### src/rtl/trn_pat_pkg.sv
`timescale 1ns/1ps
package trn_pat_pkg;
    typedef enum logic [1:0] {
        ST_HUNT  = 2'd0,
        ST_TRACK = 2'd1,
        ST_LOCK  = 2'd2
    } lock_st_e;

    localparam logic [1:0] TOL_TWO = 2'b00;
    localparam logic [1:0] TOL_ONE = 2'b01;
endpackage

### src/rtl/trn_shift_win.sv
`timescale 1ns/1ps
module trn_shift_win #(
    parameter int W = 32
) (
    input  logic         clk,
    input  logic         rst_n,
    input  logic         vld,
    input  logic         din,
    output logic [W-1:0] win_next
);
    logic [W-1:0] hist_q;

    // Bit 0 is the newest bit. The bit now arriving is included.
    assign win_next = {hist_q[W-2:0], din};

    always_ff @(posedge clk or negedge rst_n) begin
        if (!rst_n)   hist_q <= '0;
        else if (vld) hist_q <= win_next;
    end
endmodule

### src/rtl/trn_pat_match.sv
`timescale 1ns/1ps
module trn_pat_match
    import trn_pat_pkg::*;
#(
    parameter int PER = 16
) (
    input  logic [PER-1:0] win,
    input  logic [1:0]     len_code,
    output logic           hit
);
    localparam int HALF = PER / 2;

    logic [PER-1:0] err;

    for (genvar i = 0; i < PER; i++) begin : g_bit
        localparam int   T   = PER - 1 - i;      // age order, 0 = oldest
        localparam int   POS = T % HALF;
        localparam logic EXP = (T < HALF);
        localparam logic C1  = (POS < HALF - 1);
        localparam logic C2  = (POS < HALF - 2);
        localparam logic C4  = (POS < HALF - 4);
        logic care;
        always_comb begin
            if (len_code == TOL_ONE)      care = C1;
            else if (len_code == TOL_TWO) care = C2;
            else                          care = C4;
        end
        assign err[i] = care & (win[i] ^ EXP);
    end

    assign hit = ~|err;
endmodule

### src/rtl/trn_lock_fsm.sv
`timescale 1ns/1ps
module trn_lock_fsm
    import trn_pat_pkg::*;
#(
    parameter int PER    = 16,
    parameter int HYST_W = 5
) (
    input  logic              clk,
    input  logic              rst_n,
    input  logic              vld,
    input  logic              hit,
    input  logic [HYST_W-1:0] hyst,
    output logic              found
);
    localparam int PH_W = $clog2(PER);
    localparam logic [PH_W-1:0] PH_LAST = PH_W'(PER - 1);

    lock_st_e          state_q, state_d;
    logic [PH_W-1:0]   phase_q, phase_d;
    logic [HYST_W-1:0] run_q, run_d;
    logic [HYST_W:0]   run_inc;

    assign run_inc = {1'b0, run_q} + 1'b1;

    always_comb begin
        state_d = state_q;
        phase_d = phase_q;
        run_d   = run_q;
        if (vld) begin
            unique case (state_q)
                ST_HUNT: begin
                    if (hit) begin
                        run_d   = HYST_W'(1);
                        phase_d = '0;
                        state_d = (hyst <= HYST_W'(1)) ? ST_LOCK : ST_TRACK;
                    end
                end
                ST_TRACK, ST_LOCK: begin
                    if (phase_q == PH_LAST) begin
                        phase_d = '0;
                        if (hit) begin
                            if (!(&run_q)) run_d = run_inc[HYST_W-1:0];
                            if (state_q == ST_LOCK || run_inc >= {1'b0, hyst})
                                state_d = ST_LOCK;
                        end else begin
                            run_d   = '0;
                            state_d = ST_HUNT;
                        end
                    end else begin
                        phase_d = phase_q + 1'b1;
                    end
                end
                default: state_d = ST_HUNT;
            endcase
        end
    end

    always_ff @(posedge clk or negedge rst_n) begin
        if (!rst_n) begin
            state_q <= ST_HUNT;
            phase_q <= '0;
            run_q   <= '0;
        end else begin
            state_q <= state_d;
            phase_q <= phase_d;
            run_q   <= run_d;
        end
    end

    always_comb begin
        found = (state_q == ST_LOCK);
    end
endmodule

### src/rtl/trn_pat_detect.sv
`timescale 1ns/1ps
module trn_pat_detect #(
    parameter int A_PER  = 16,
    parameter int B_PER  = 32,
    parameter int HYST_W = 5
) (
    input  logic              clk,
    input  logic              rst_n,
    input  logic              rx_bit,
    input  logic              rx_vld,
    input  logic [1:0]        a_len_code,
    input  logic [1:0]        b_len_code,
    input  logic [HYST_W-1:0] a_hyst,
    input  logic [HYST_W-1:0] b_hyst,
    output logic              a_found,
    output logic              b_found
);
    localparam int WIN_W = (A_PER > B_PER) ? A_PER : B_PER;

    logic [WIN_W-1:0] win;
    logic             a_hit;
    logic             b_hit;

    trn_shift_win #(.W(WIN_W)) u_win (
        .clk(clk), .rst_n(rst_n), .vld(rx_vld), .din(rx_bit), .win_next(win)
    );

    trn_pat_match #(.PER(A_PER)) u_match_a (
        .win(win[A_PER-1:0]), .len_code(a_len_code), .hit(a_hit)
    );

    trn_pat_match #(.PER(B_PER)) u_match_b (
        .win(win[B_PER-1:0]), .len_code(b_len_code), .hit(b_hit)
    );

    trn_lock_fsm #(.PER(A_PER), .HYST_W(HYST_W)) u_fsm_a (
        .clk(clk), .rst_n(rst_n), .vld(rx_vld), .hit(a_hit),
        .hyst(a_hyst), .found(a_found)
    );

    trn_lock_fsm #(.PER(B_PER), .HYST_W(HYST_W)) u_fsm_b (
        .clk(clk), .rst_n(rst_n), .vld(rx_vld), .hit(b_hit),
        .hyst(b_hyst), .found(b_found)
    );
endmodule

### config.mk
export PLATFORM = sky130hd
export DESIGN_NAME = trn_pat_detect
export DESIGN_NICKNAME = d
export VERILOG_FILES = /design/src/rtl/trn_pat_pkg.sv /design/src/rtl/trn_shift_win.sv /design/src/rtl/trn_pat_match.sv /design/src/rtl/trn_lock_fsm.sv /design/src/rtl/trn_pat_detect.sv
export SDC_FILE = /design/constraint.sdc
export NUM_CORES = 1
export LEC_CHECK = 0
export CAP_MARGIN = 20
export CORE_ASPECT_RATIO = 0.7
export CORE_MARGIN = 2
export CORE_UTILIZATION = 50
export CTS_CLUSTER_SIZE = 20
export DETAILED_ROUTE_END_ITERATION = 10
export DONT_BUFFER_PORTS = 1
export PLACE_DENSITY = 0.66
export SLEW_MARGIN = 20
export SYNTH_ARGS = -nofsm -noshare
export SYNTH_HDL_FRONTEND = slang
export SYNTH_HIERARCHICAL = 1
export SYNTH_SLANG_ARGS = --single-unit
export TNS_END_PERCENT = 10
### constraint.sdc
create_clock -name clk -period 4.4 [get_ports clk]
set_input_delay 0.22 -clock clk [delete_from_list [all_inputs] [get_ports clk]]
set_output_delay 0.22 -clock clk [all_outputs]
set_load 0.02 [all_outputs]
# Word-level counts from Yosys, hierarchy flattened
# Index checks and enable logic that the tools add are counted.
# totals
regBits	54
in_bits	18
# op_classes
n_addsub	4
order_cmp	4
eq_ne	16
mux	34
n_bitwise	34
n_reduce_logical	20
# ops
operator	count
$mux 5	10
$pmux 5 s2	3
$reduce_or 30->1	1
$not 1->1	22
$mux 2	10
$reduce_and 5->1	4
$reduce_or 14->1	1
$add 5x1->6 const B	2
$and 1x1->1	12
$ge 6x5->1	2
$le 5x1->1 const B	2
$eq 2x1->1 const B	4
$logic_not 2->1	4
$mux 4	2
$pmux 2 s2	2
$pmux 4 s2	1
$reduce_and 4->1	2
$mux 1	6
$ne 3x2->1 const B	2
$ne 3x3->1 const B	2
$reduce_and 3->1	2
$add 5x1->5 const B	1
$eq 5x5->1 const B	1
$add 4x1->4 const B	1
other kinds (7)	13

# Logic depth before layout (Yosys ltp)
# Gate-level depths: netlist (run 1).
# logic_depth
ltp_word	8
depth_mapped	8
depth_no_buf	8

# Modules after synthesis
# The synthesis (run 1) kept the hierarchy.
# modules_own_cells
module	instances	cells_per_inst	area_each_um2	seq_area_each_um2
trn_shift_win	1	66	1166.1	775.7
trn_lock_fsm (u_fsm_b)	1	85	854.6	300.3
trn_lock_fsm (u_fsm_a)	1	82	813.3	275.3
trn_pat_match (u_match_b)	1	12	93.8	0.0
trn_pat_match (u_match_a)	1	6	53.8	0.0

# Worst setup path before layout (run 1)
# OpenSTA, ideal clock, no wires.
# synth_timing
kind	reg-to-reg
from	register u_win.hist_q[3]
to	register u_fsm_b.state_q[1]
setup_ns	0.127
arrival_ns	2.321
required_ns	4.273
setup_slack_ns	1.951
path_stages_with_launch	9
path_buffers	0
synth_period_minus_slack_ns	2.449
cell_sequence	dfrtp_1 or4_4 nor4_2 o2111a_1 nand2_2 a2111oi_2 o21ai_1 nand2_1 mux2_1
# synth_via
elab_chain_cells	4
word_cells_on_any_way	7
classes_between	eq/ne (2); mux (3); reduce/logical (2)
# synth_rtl
element	line	rtl
from (decl)	trn_shift_win.sv:11	logic [W-1:0] hist_q;
from (signal assigned)	trn_shift_win.sv:18	else if (vld) hist_q <= win_next;
$reduce_or 30->1 *	trn_pat_match.sv:31	assign hit = ~|err;
$mux 2	trn_lock_fsm.sv:41	if (hit) begin
$mux 2	trn_lock_fsm.sv:39	if (phase_q == PH_LAST) begin
$pmux 2 s2	trn_lock_fsm.sv:30	unique case (state_q)
to (signal assigned)	trn_lock_fsm.sv:64	state_q <= state_d;
to (decl)	trn_lock_fsm.sv:18	lock_st_e state_q, state_d;
# Every way passes the cells marked *; elsewhere a longest branch is shown, timed or not. The select of a mux whose other input is x is not followed.
# A chain may end at the register's enable or synchronous reset.

# Final worst setup path (run 1)
# Ends and elaborated chain as after synthesis.

==> impl_metrics.json, run 1 <==
{
  "ctsHoldBuffers": 2,
  "clkTransAtPathRegs_ns": 0.10,
  "worstReg2RegStart": "u_win/hist_q[3]$_DFFE_PN0P_",
  "p_leak_uw": 0.00149,
  "postCtsSetupRepairBufs": 0,
  "status": "completed",
  "yosysWarnings": 6,
  "timing_worst_setup_path_type": "register to register",
  "pre_cts_ws_ns": 1.71,
  "final_net_count": 297,
  "fin_ws_ns": 1.72,
  "synthCells": 250,
  "worstSetupEndpoint": "u_fsm_b/state_q[1]$_DFFE_PN0P_",
  "worstSetupEndpointType": "register",
  "rsz0062_at_grt": "false",
  "timing.rr.end": "u_fsm_b/state_q[1]$_DFFE_PN0P_",
  "critPathLaunch": "u_win/hist_q[3]$_DFFE_PN0P_",
  "critical_path_peak_fanout": 7,
  "htree_levels": 2,
  "slew_headroom_pct": 64.8,
  "synth_area_per_cell_um2": 11.9,
  "fillers": 498,
  "clkLatencyLatePin_ns": 0.30,
  "dp_hpwl_mm": 3.63,
  "vdd_drop_max_uv": 273,
  "syn_nets": 291,
  "layout-drive-gt1-share_pct": 23.7,
  "required_ns": 4.58,
  "max_clock_freq_mhz": 373,
  "final_cell_area_mm2": 0.00316,
  "fin_crit_ns": 2.68,
  "wl_per_cell_um": 14.9,
  "start_util_pct": 51.9,
  "area_growth_pct": 6.31,
  "wl_mm": 4.94,
  "ant_nets": 0,
  "die_w_um": 96.2,
  "critPathArrivalTime_ns": 2.86,
  "cp-start-kind": "register",
  "power_density_mw_per_mm2": 438,
  "die-area_mm2": 0.00659,
  "cts_sinks": 54,
  "port_buffers": 0,
  "hold_class": "input port to register",
  "drv_slew": 0,
  "num_rows": 23,
  "first_iter_violations": 91,
  "vias_per_cell": 5.67,
  "fin_cells": 332,
  "fin_worst_skew_ns": 0.0123,
  "root_buffer": "clkbuf_8",
  "num_vias": 1881,
  "die_h_um": 68.5,
  "finalHoldViolations": 0,
  "worstRegToRegCells": 8,
  "grt_max_degree": 55,
  "core_area_mm2": 0.00573,
  "first_global_vias": 1827,
  "ff_latch_area_mm2": 0.00135,
  "setup_viol": 0,
  "antenna_found_initial": 0,
  "multiInputGateArea_mm2": 0.00153,
  "numCtsBuffers": 5,
  "synthesis.area_mm2": 0.00297,
  "firstDrtPassIters": 4,
  "cts_tree": "built",
  "cts_buffer_depth": 2,
  "post-route-period-util_pct": 60.9,
  "maxCapViolCount": 0,
  "antenna_cells": 0,
  "r2r_setup_slack_ns": 1.72,
  "ctsResizeCount": 0,
  "grt_pass1_wl_mm": 8.47,
  "grt.overflow.total": 0,
  "io_pins": 20,
  "dp.cells": 322,
  "grt_usage_pct": 16.5,
  "setup_tns_ns": 0,
  "gp_congestion": 0.817,
  "dpl_cell_area_mm2": 0.00303,
  "worst_slew_pin_slew_ns": 0.515,
  "worstHoldStart": "rx_bit",
  "drc": 0
}
==> flip-flops by register name, summed over array words and instances (netlist names) <==
signal	count
u_fsm_a/phase_q	4
u_fsm_a/run_q	5
u_fsm_a/state_q	2
u_fsm_b/phase_q	5
u_fsm_b/run_q	5
u_fsm_b/state_q	2
u_win/hist_q	31
==> critical path, cell delays in order, from the launching register on <==
cell and delay (ns):
dfrtp_1 0.42, or4_4 0.54, nor4_2 0.21, o2111a_1 0.36
nand2_2 0.12, a2111oi_2 0.33, o21ai_1 0.13, nand2_1 0.12
mux2_1 0.32
==> per-stage QoR <==
step / hold slack [ns] / utilization [%] / power [uW]
detailed placement: -0.0734 / 53.0 / 1110
global route: 0.0489 / 55.2 / 1480
finish: 0.0593 / 55.2 / 1380
floorplan: -0.0756 / - / 1030
global placement: -0.0734 / 53.0 / 1090
CTS: 0.0544 / 55.2 / 1400
==> area by class of cell <==
class	instances	share of cell area [%]
Multi-Input combinational cell	176	48.2
Sequential cell	54	42.7
Tap cell	75	2.97
Clock buffer	5	2.18
Inverter	17	2.02
Timing Repair Buffer	2	1.19
Clock inverter	3	0.673
==> routing by layer <==
metal	vias to the layer above	part of all wire [%]	GRT usage (%)
met4	0	0.34	2.68
met1	915	54	24.6
li1	939	-	-
met3	2	3.0	3.26
met5	-	0	0
met2	25	43	25.7
==> where the power goes <==
group          total (uW)  leakage [uW]  switching (uW)  internal [uW]
clock                 275     0.0000441             162            112
sequential            762      0.000689             125            637
combinational         347      0.000758             151            197
==> layout by cell type, fill, tap and decap left out, types with 4 or more instances in the layout <==
| master | count |
|---|---|
| a21oi_1 | 4 |
| a22o_1 | 9 |
| and3_1 | 7 |
| clkbuf_8 | 5 |
| dfrtp_1 | 54 |
| ha_1 | 23 |
| inv_1 | 17 |
| mux2_2 | 34 |
| nand2_1 | 14 |
| nand2b_1 | 5 |
| nand3_1 | 8 |
| nor2_1 | 5 |
| nor3_1 | 5 |
| o21ai_0 | 9 |
==> worst min-delay path by stage <==
stage	end	cells past startpoint
floorplan	u_fsm_a/phase_q[0]$_DFFE_PN0P_	0
global placement	u_fsm_b/run_q[3]$_DFFE_PN0P_	0
detailed placement	u_fsm_b/run_q[3]$_DFFE_PN0P_	0
CTS	u_win/hist_q[0]$_DFFE_PN0P_	1
global route	u_win/hist_q[0]$_DFFE_PN0P_	1
finish	u_win/hist_q[0]$_DFFE_PN0P_	1
Power figures use the tool's default switching activity.
==> run 2, diff against run 1 <==
Settings changed: ABC_AREA from default to 1, PLACE_DENSITY 0.66 to 0.69.
Clock period 4.4 ns to 2.3 ns, I/O delays scaled along.
==> run 2 against run 1 <==
Net effect:
- clock-buffer cell count stayed put
- clock power is 100% higher
- critical endpoint is now u_fsm_b/run_q[3]$_DFFE_PN0P_
- sequential power is 73% higher
==> impl_metrics.json, run 2 <==
{
  "mostFrequentLayoutCells": "nand2_1, dfrtp_1, inv_1, nor2_1",
  "setup_viol": 0,
  "wl_per_cell_um": 11.6,
  "gp_congestion": 0.808,
  "hold_class": "input port to register",
  "worstReg2RegStart": "u_win/hist_q[6]$_DFFE_PN0P_",
  "power.total_uw": 2830,
  "routed.top_layer": "met4",
  "cts_tree": "built",
  "first_iter_violations": 116,
  "first_global_vias": 2162,
  "synthesis.area_mm2": 0.00305,
  "worstSetupEndpointType": "register",
  "layout-drive-gt1-share_pct": 6.39,
  "post-route-period-util_pct": 86.9,
  "setup_tns_ns": 0,
  "grt_max_degree": 55,
  "wl_met2_mm": 2.36,
  "hold_depth": 3,
  "ant_nets": 0,
  "final_cell_area_mm2": 0.00326,
  "worst_slew_pin_slew_ns": 0.574,
  "dr_wl_met3_um": 180,
  "fin_crit_ns": 2.00,
  "worstHoldStart": "rx_vld",
  "syn_nets": 442,
  "clkLatencyLatePin_ns": 0.32,
  "die_w_um": 97.4,
  "vias_per_cell": 4.89,
  "root_buffer": "clkbuf_8",
  "maxCapViolCount": 0,
  "dp_hpwl_mm": 3.94,
  "grt_pass1_wl_mm": 9.80,
  "grt.overflow.total": 0,
  "rsz0062_at_grt": "false",
  "required_ns": 2.55,
  "p_leak_uw": 0.00180,
  "grt_usage_pct": 17.8,
  "wl_mm": 5.60,
  "finalHoldViolations": 0,
  "timing.rr.end": "u_fsm_b/run_q[3]$_DFFE_PN0P_",
  "ctsResizeCount": 0,
  "die-area_mm2": 0.00675,
  "max_clock_freq_mhz": 500,
  "num_rows": 23,
  "final_common_cell": "nand2_1",
  "cts_buffer_depth": 2,
  "synthCells": 401,
  "power_density_mw_per_mm2": 868,
  "fillers": 530,
  "timing_worst_setup_path_type": "register to register",
  "port_buffers": 0,
  "firstDrtPassIters": 4,
  "antenna_cells": 0,
  "numCtsBuffers": 5,
  "drv_slew": 0,
  "critPathArrivalTime_ns": 2.24,
  "clkTransAtPathRegs_ns": 0.10,
  "slew_headroom_pct": 61.7,
  "vdd_drop_max_uv": 380,
  "final_net_count": 447,
  "htree_levels": 2,
  "r2r_setup_slack_ns": 0.30,
  "regMostFlops": "u_win/hist_q",
  "die_h_um": 69.4,
  "drc": 0,
  "yosysWarnings": 6,
  "cp-start-kind": "register",
  "holdPathEnd": "u_fsm_a/phase_q[1]$_DFFE_PN0P_",
  "antenna_found_initial": 0,
  "status": "completed",
  "num_vias": 2355,
  "core_area_mm2": 0.00581,
  "whs_ns": 0.0969,
  "start_util_pct": 52.5,
  "area_growth_pct": 6.89,
  "dpl_cell_area_mm2": 0.00311,
  "synth_area_per_cell_um2": 7.61,
  "critical_path_peak_fanout": 10,
  "largest_reg_flops": 31,
  "cts_sinks": 54,
  "worstRegToRegCells": 13,
  "wl_met1_mm": 3.01,
  "fin_worst_skew_ns": 0.00762,
  "io_pins": 20
}
==> run 2: cell count changes in the layout (fill, tap and decap cells not counted), moves of 9 or more <==
cell,previous run,this run
a22o_1,9,0
nand2_1,14,158
inv_1,17,50
mux2_2,34,0
nand3_1,8,23
nor2_1,5,29
==> run 2: final cells by class <==
type	count	area, um^2	share of cell area [%]
Inverter	54	204	6.25
Tap cell	75	93.8	2.88
Clock inverter	3	25.0	0.767
Multi-Input combinational cell	287	1470	44.9
Sequential cell	54	1350	41.4
Clock buffer	5	68.8	2.11
Timing Repair Buffer	4	52.6	1.61
==> run 2: worst max-delay path: stages (launching register included) <==
cell,delay [ns]
dfrtp_1,0.42
nor2_1,0.11
nand2_1,0.06
nor2_1,0.13
nand3_1,0.08
nor2_1,0.20
inv_1,0.10
nand2_2,0.08
nand2_4,0.07
nor2_4,0.14
nand2_2,0.10
a21oi_4,0.25
nand3_1,0.10
o21ai_1,0.09
==> run 2: worst max path at each step <==
stage,startpoint,end,slack [ns],cells past startpoint
final,u_win/hist_q[6]$_DFFE_PN0P_,u_fsm_b/run_q[3]$_DFFE_PN0P_,0.30,13
after global routing,u_win/hist_q[6]$_DFFE_PN0P_,u_fsm_b/run_q[4]$_DFFE_PN0P_,0.05,13
after CTS,rx_vld,u_fsm_b/run_q[1]$_DFFE_PN0P_,0.27,7
after detailed placement,u_win/hist_q[6]$_DFFE_PN0P_,u_fsm_b/run_q[1]$_DFFE_PN0P_,0.35,13
after global placement,u_win/hist_q[8]$_DFFE_PN0P_,u_fsm_b/run_q[1]$_DFFE_PN0P_,0.36,13
after floorplan,u_fsm_a/run_q[0]$_DFFE_PN0P_,u_fsm_a/state_q[1]$_DFFE_PN0P_,0.57,11
==> run 2: timing repair <==
item	4_1_cts	5_1_grt
hold buffers	4	0
buffers inserted	0	0
endpoints found under the hold margin	86	0
==> run 2: per-layer routing <==
layer	up-vias	global-route usage, %
li1	1257	-
met1	1069	26.2
met2	25	26.2
met3	4	3.83
met4	0	5.56
met5	-	0
==> run 2: power breakdown <==
group / internal (uW) / switching, uW / leakage, uW / total (uW)
logic: 374 / 590 / 0.00105 / 964
registers: 1140 / 177 / 0.000710 / 1320
clock network: 220 / 331 / 0.0000447 / 551
total: 1730 / 1100 / 0.00180 / 2830
==> run 2: per-stage QoR <==
stage | setup slack [ns] | instances | utilization (%)
floorplan | 0.575 | 401 | -
global placement | 0.365 | 470 | 53.6
global route | 0.0525 | 482 | 56.1
detailed placement | 0.351 | 470 | 53.6
CTS | 0.273 | 482 | 56.2
finish | 0.302 | 482 | 56.1
==> run 3, diff against run 2 <==
Settings changed: CELL_PAD_IN_SITES_DETAIL_PLACEMENT from default to 1, CELL_PAD_IN_SITES_GLOBAL_PLACEMENT from default to 1, PLACE_DENSITY 0.69 to 0.84.
Clock period 2.3 ns to 2.4 ns, I/O delays scaled along.
==> run 3 against run 2 <==
Net effect:
- critical path depth shrank 1
- first-iteration DRC count is 0.86% lower
- sequential share of layout area down 0.39 points
- global-route usage grew 5.9 points
- register-to-register slack improved by 0.04 ns
- routed wire length grew 35%
- die area unchanged
- hold slack better by 0.0056 ns
- design area increased by 0.96%
- via count grew 7.2%
- critical path type unchanged
- critical endpoint is now u_fsm_a/state_q[0]$_DFFE_PN0P_
- highest routed layer unchanged
==> impl_metrics.json, run 3 (synthesis gave the netlist of run 2 again) <==
{
  "grt_max_degree": 55,
  "swShare_pct": 38.8,
  "clkLatencyLatePin_ns": 0.31,
  "fin_cells": 482,
  "drc": 0,
  "worstSetupEndpoint": "u_fsm_a/state_q[0]$_DFFE_PN0P_",
  "crit_slowest_cell": "dfrtp_1",
  "cp_cell_sequence": "ha_1 > nand2_1 > nor2_1 > ha_1 > ha_1 > nor2_1 > nand2_1 > a21oi_1 > nand2_1 > nand2_1 > nand2_1 > nand2_1",
  "final_net_count": 447,
  "dp.cells": 470,
  "max_clock_freq_mhz": 485,
  "die-area_mm2": 0.00675,
  "start_util_pct": 52.5,
  "rsz0062_at_grt": "false",
  "antenna_found_initial": 0,
  "grt.overflow.total": 0,
  "slowest_delay_ns": 0.46,
  "timing_worst_setup_path_type": "register to register",
  "critical_path_peak_fanout": 5,
  "p_sw_uw": 1120,
  "ant_nets": 0,
  "num_vias": 2525,
  "core_area_mm2": 0.00581,
  "drv_slew": 0,
  "io_pins": 20,
  "vdd_drop_max_uv": 414,
  "num_rows": 23,
  "worstSetupEndpointType": "register",
  "status": "completed",
  "fin_ws_ns": 0.340,
  "seqPwrFrac_pct": 44.3,
  "grt_pass1_wl_mm": 12.8,
  "vias_per_cell": 5.24,
  "layout-drive-gt1-share_pct": 6.14,
  "regMostFlops": "u_win/hist_q",
  "fin_crit_ns": 2.06,
  "mostFrequentLayoutCells": "nand2_1, dfrtp_1, inv_1, nor2_1",
  "maxCapViolCount": 0,
  "final_common_cell": "nand2_1",
  "cts_buffer_depth": 2,
  "critPathArrivalTime_ns": 2.31,
  "port_buffers": 0,
  "wl_mm": 7.59,
  "internal_power_uw": 1770,
  "multiInputGateArea_mm2": 0.00147,
  "ctsResizeCount": 0,
  "p_leak_uw": 0.00181,
  "largest_reg_flops": 31,
  "cts_sinks": 54,
  "die_w_um": 97.4,
  "crit_top_cell": "nand2_1",
  "antenna_cells": 0,
  "ff_latch_area_mm2": 0.00135,
  "fin_worst_skew_ns": 0.00850,
  "die_h_um": 69.4,
  "dp_hpwl_mm": 5.44,
  "critPathLaunch": "u_fsm_a/run_q[0]$_DFFE_PN0P_",
  "cts_tree": "built",
  "r2r_setup_slack_ns": 0.34,
  "worstReg2RegStart": "u_fsm_a/run_q[0]$_DFFE_PN0P_",
  "root_buffer": "clkbuf_8",
  "hold_depth": 3,
  "timing.rr.end": "u_fsm_a/state_q[0]$_DFFE_PN0P_",
  "hold_class": "input port to register",
  "htree_levels": 2,
  "wl_per_cell_um": 15.7,
  "gp_congestion": 0.762,
  "fillers": 738,
  "clkTransAtPathRegs_ns": 0.10,
  "numCtsBuffers": 5,
  "first_global_vias": 2587,
  "final_cell_area_mm2": 0.00329,
  "slew_headroom_pct": 64.6,
  "required_ns": 2.65,
  "power_density_mw_per_mm2": 878,
  "combPwrFrac_pct": 34.5,
  "pre_cts_ws_ns": 0.389,
  "utilization_pct": 56.6,
  "firstDrtPassIters": 4,
  "grt_usage_pct": 23.7,
  "finalHoldViolations": 0,
  "post-route-period-util_pct": 85.8,
  "first_iter_violations": 115,
  "cp-start-kind": "register",
  "dpl_cell_area_mm2": 0.00311,
  "area_growth_pct": 7.92,
  "setup_viol": 0,
  "worstRegToRegCells": 12,
  "clockPowerShare_pct": 21.2,
  "worst_slew_pin_slew_ns": 0.531,
  "setup_tns_ns": 0
}
## run 3: cell type report
type	instances	area share, %
flip-flops and latches	54	41.0
repair buffers	4	2.05
inverters	54	6.20
clock buffers	6	2.20
clock inverters	2	1.14
well taps	75	2.85
multi-input cells	287	44.5
## run 3: per-stage QoR
stage / hold WS [ns] / power (uW)
after global placement: -0.174 / 2160
after global routing: 0.0971 / 3150
after detailed placement: -0.174 / 2250
after CTS: 0.101 / 2910
after floorplan: -0.176 / 1970
final: 0.103 / 2890
## run 3: power by group through the flow
stage / Sequential (uW) / Combinational (uW) / Clock, uW
floorplan: 1230 / 743 / 0
global placement: 1280 / 883 / 0
detailed placement: 1290 / 954 / 0
CTS: 1280 / 1010 / 623
global route: 1310 / 1180 / 665
finish: 1280 / 996 / 613
## run 3: worst min path at each step
stage	startpoint	to	slack, ns
2_1_floorplan	rst_n	u_fsm_a/phase_q[0]$_DFFE_PN0P_	-0.18
3_3_place_gp	rst_n	u_fsm_a/phase_q[2]$_DFFE_PN0P_	-0.17
3_5_place_dp	rst_n	u_fsm_a/phase_q[0]$_DFFE_PN0P_	-0.17
4_1_cts	rx_vld	u_win/hist_q[13]$_DFFE_PN0P_	0.10
5_1_grt	rx_vld	u_fsm_a/phase_q[1]$_DFFE_PN0P_	0.1
6_report	rx_vld	u_win/hist_q[13]$_DFFE_PN0P_	0.10
## run 3: routing by layer
| metal | GRT usage (%) | wire [um] | vias up |
|---|---|---|---|
| met5 | 0 | 0 | - |
| met4 | 3.86 | 57 | 0 |
| met3 | 4.23 | 266 | 6 |
| met2 | 37.3 | 3490 | 28 |
| met1 | 35.0 | 3770 | 1237 |
| li1 | - | - | 1254 |
## run 3: timing repair
action | CTS | global route
hold buffers | 4 | 0
setup buffers | 0 | 0
endpoints found under the hold margin | 86 | 0
## run 3: critical path, delay by kind of cell, from the launching register on
family | cells | cell delay [ns]
adders and majority gates | 3 | 0.72
and+or+nand+nor | 8 | 0.64
AOI/OAI and AO/OA | 1 | 0.17
DFF | 1 | 0.46
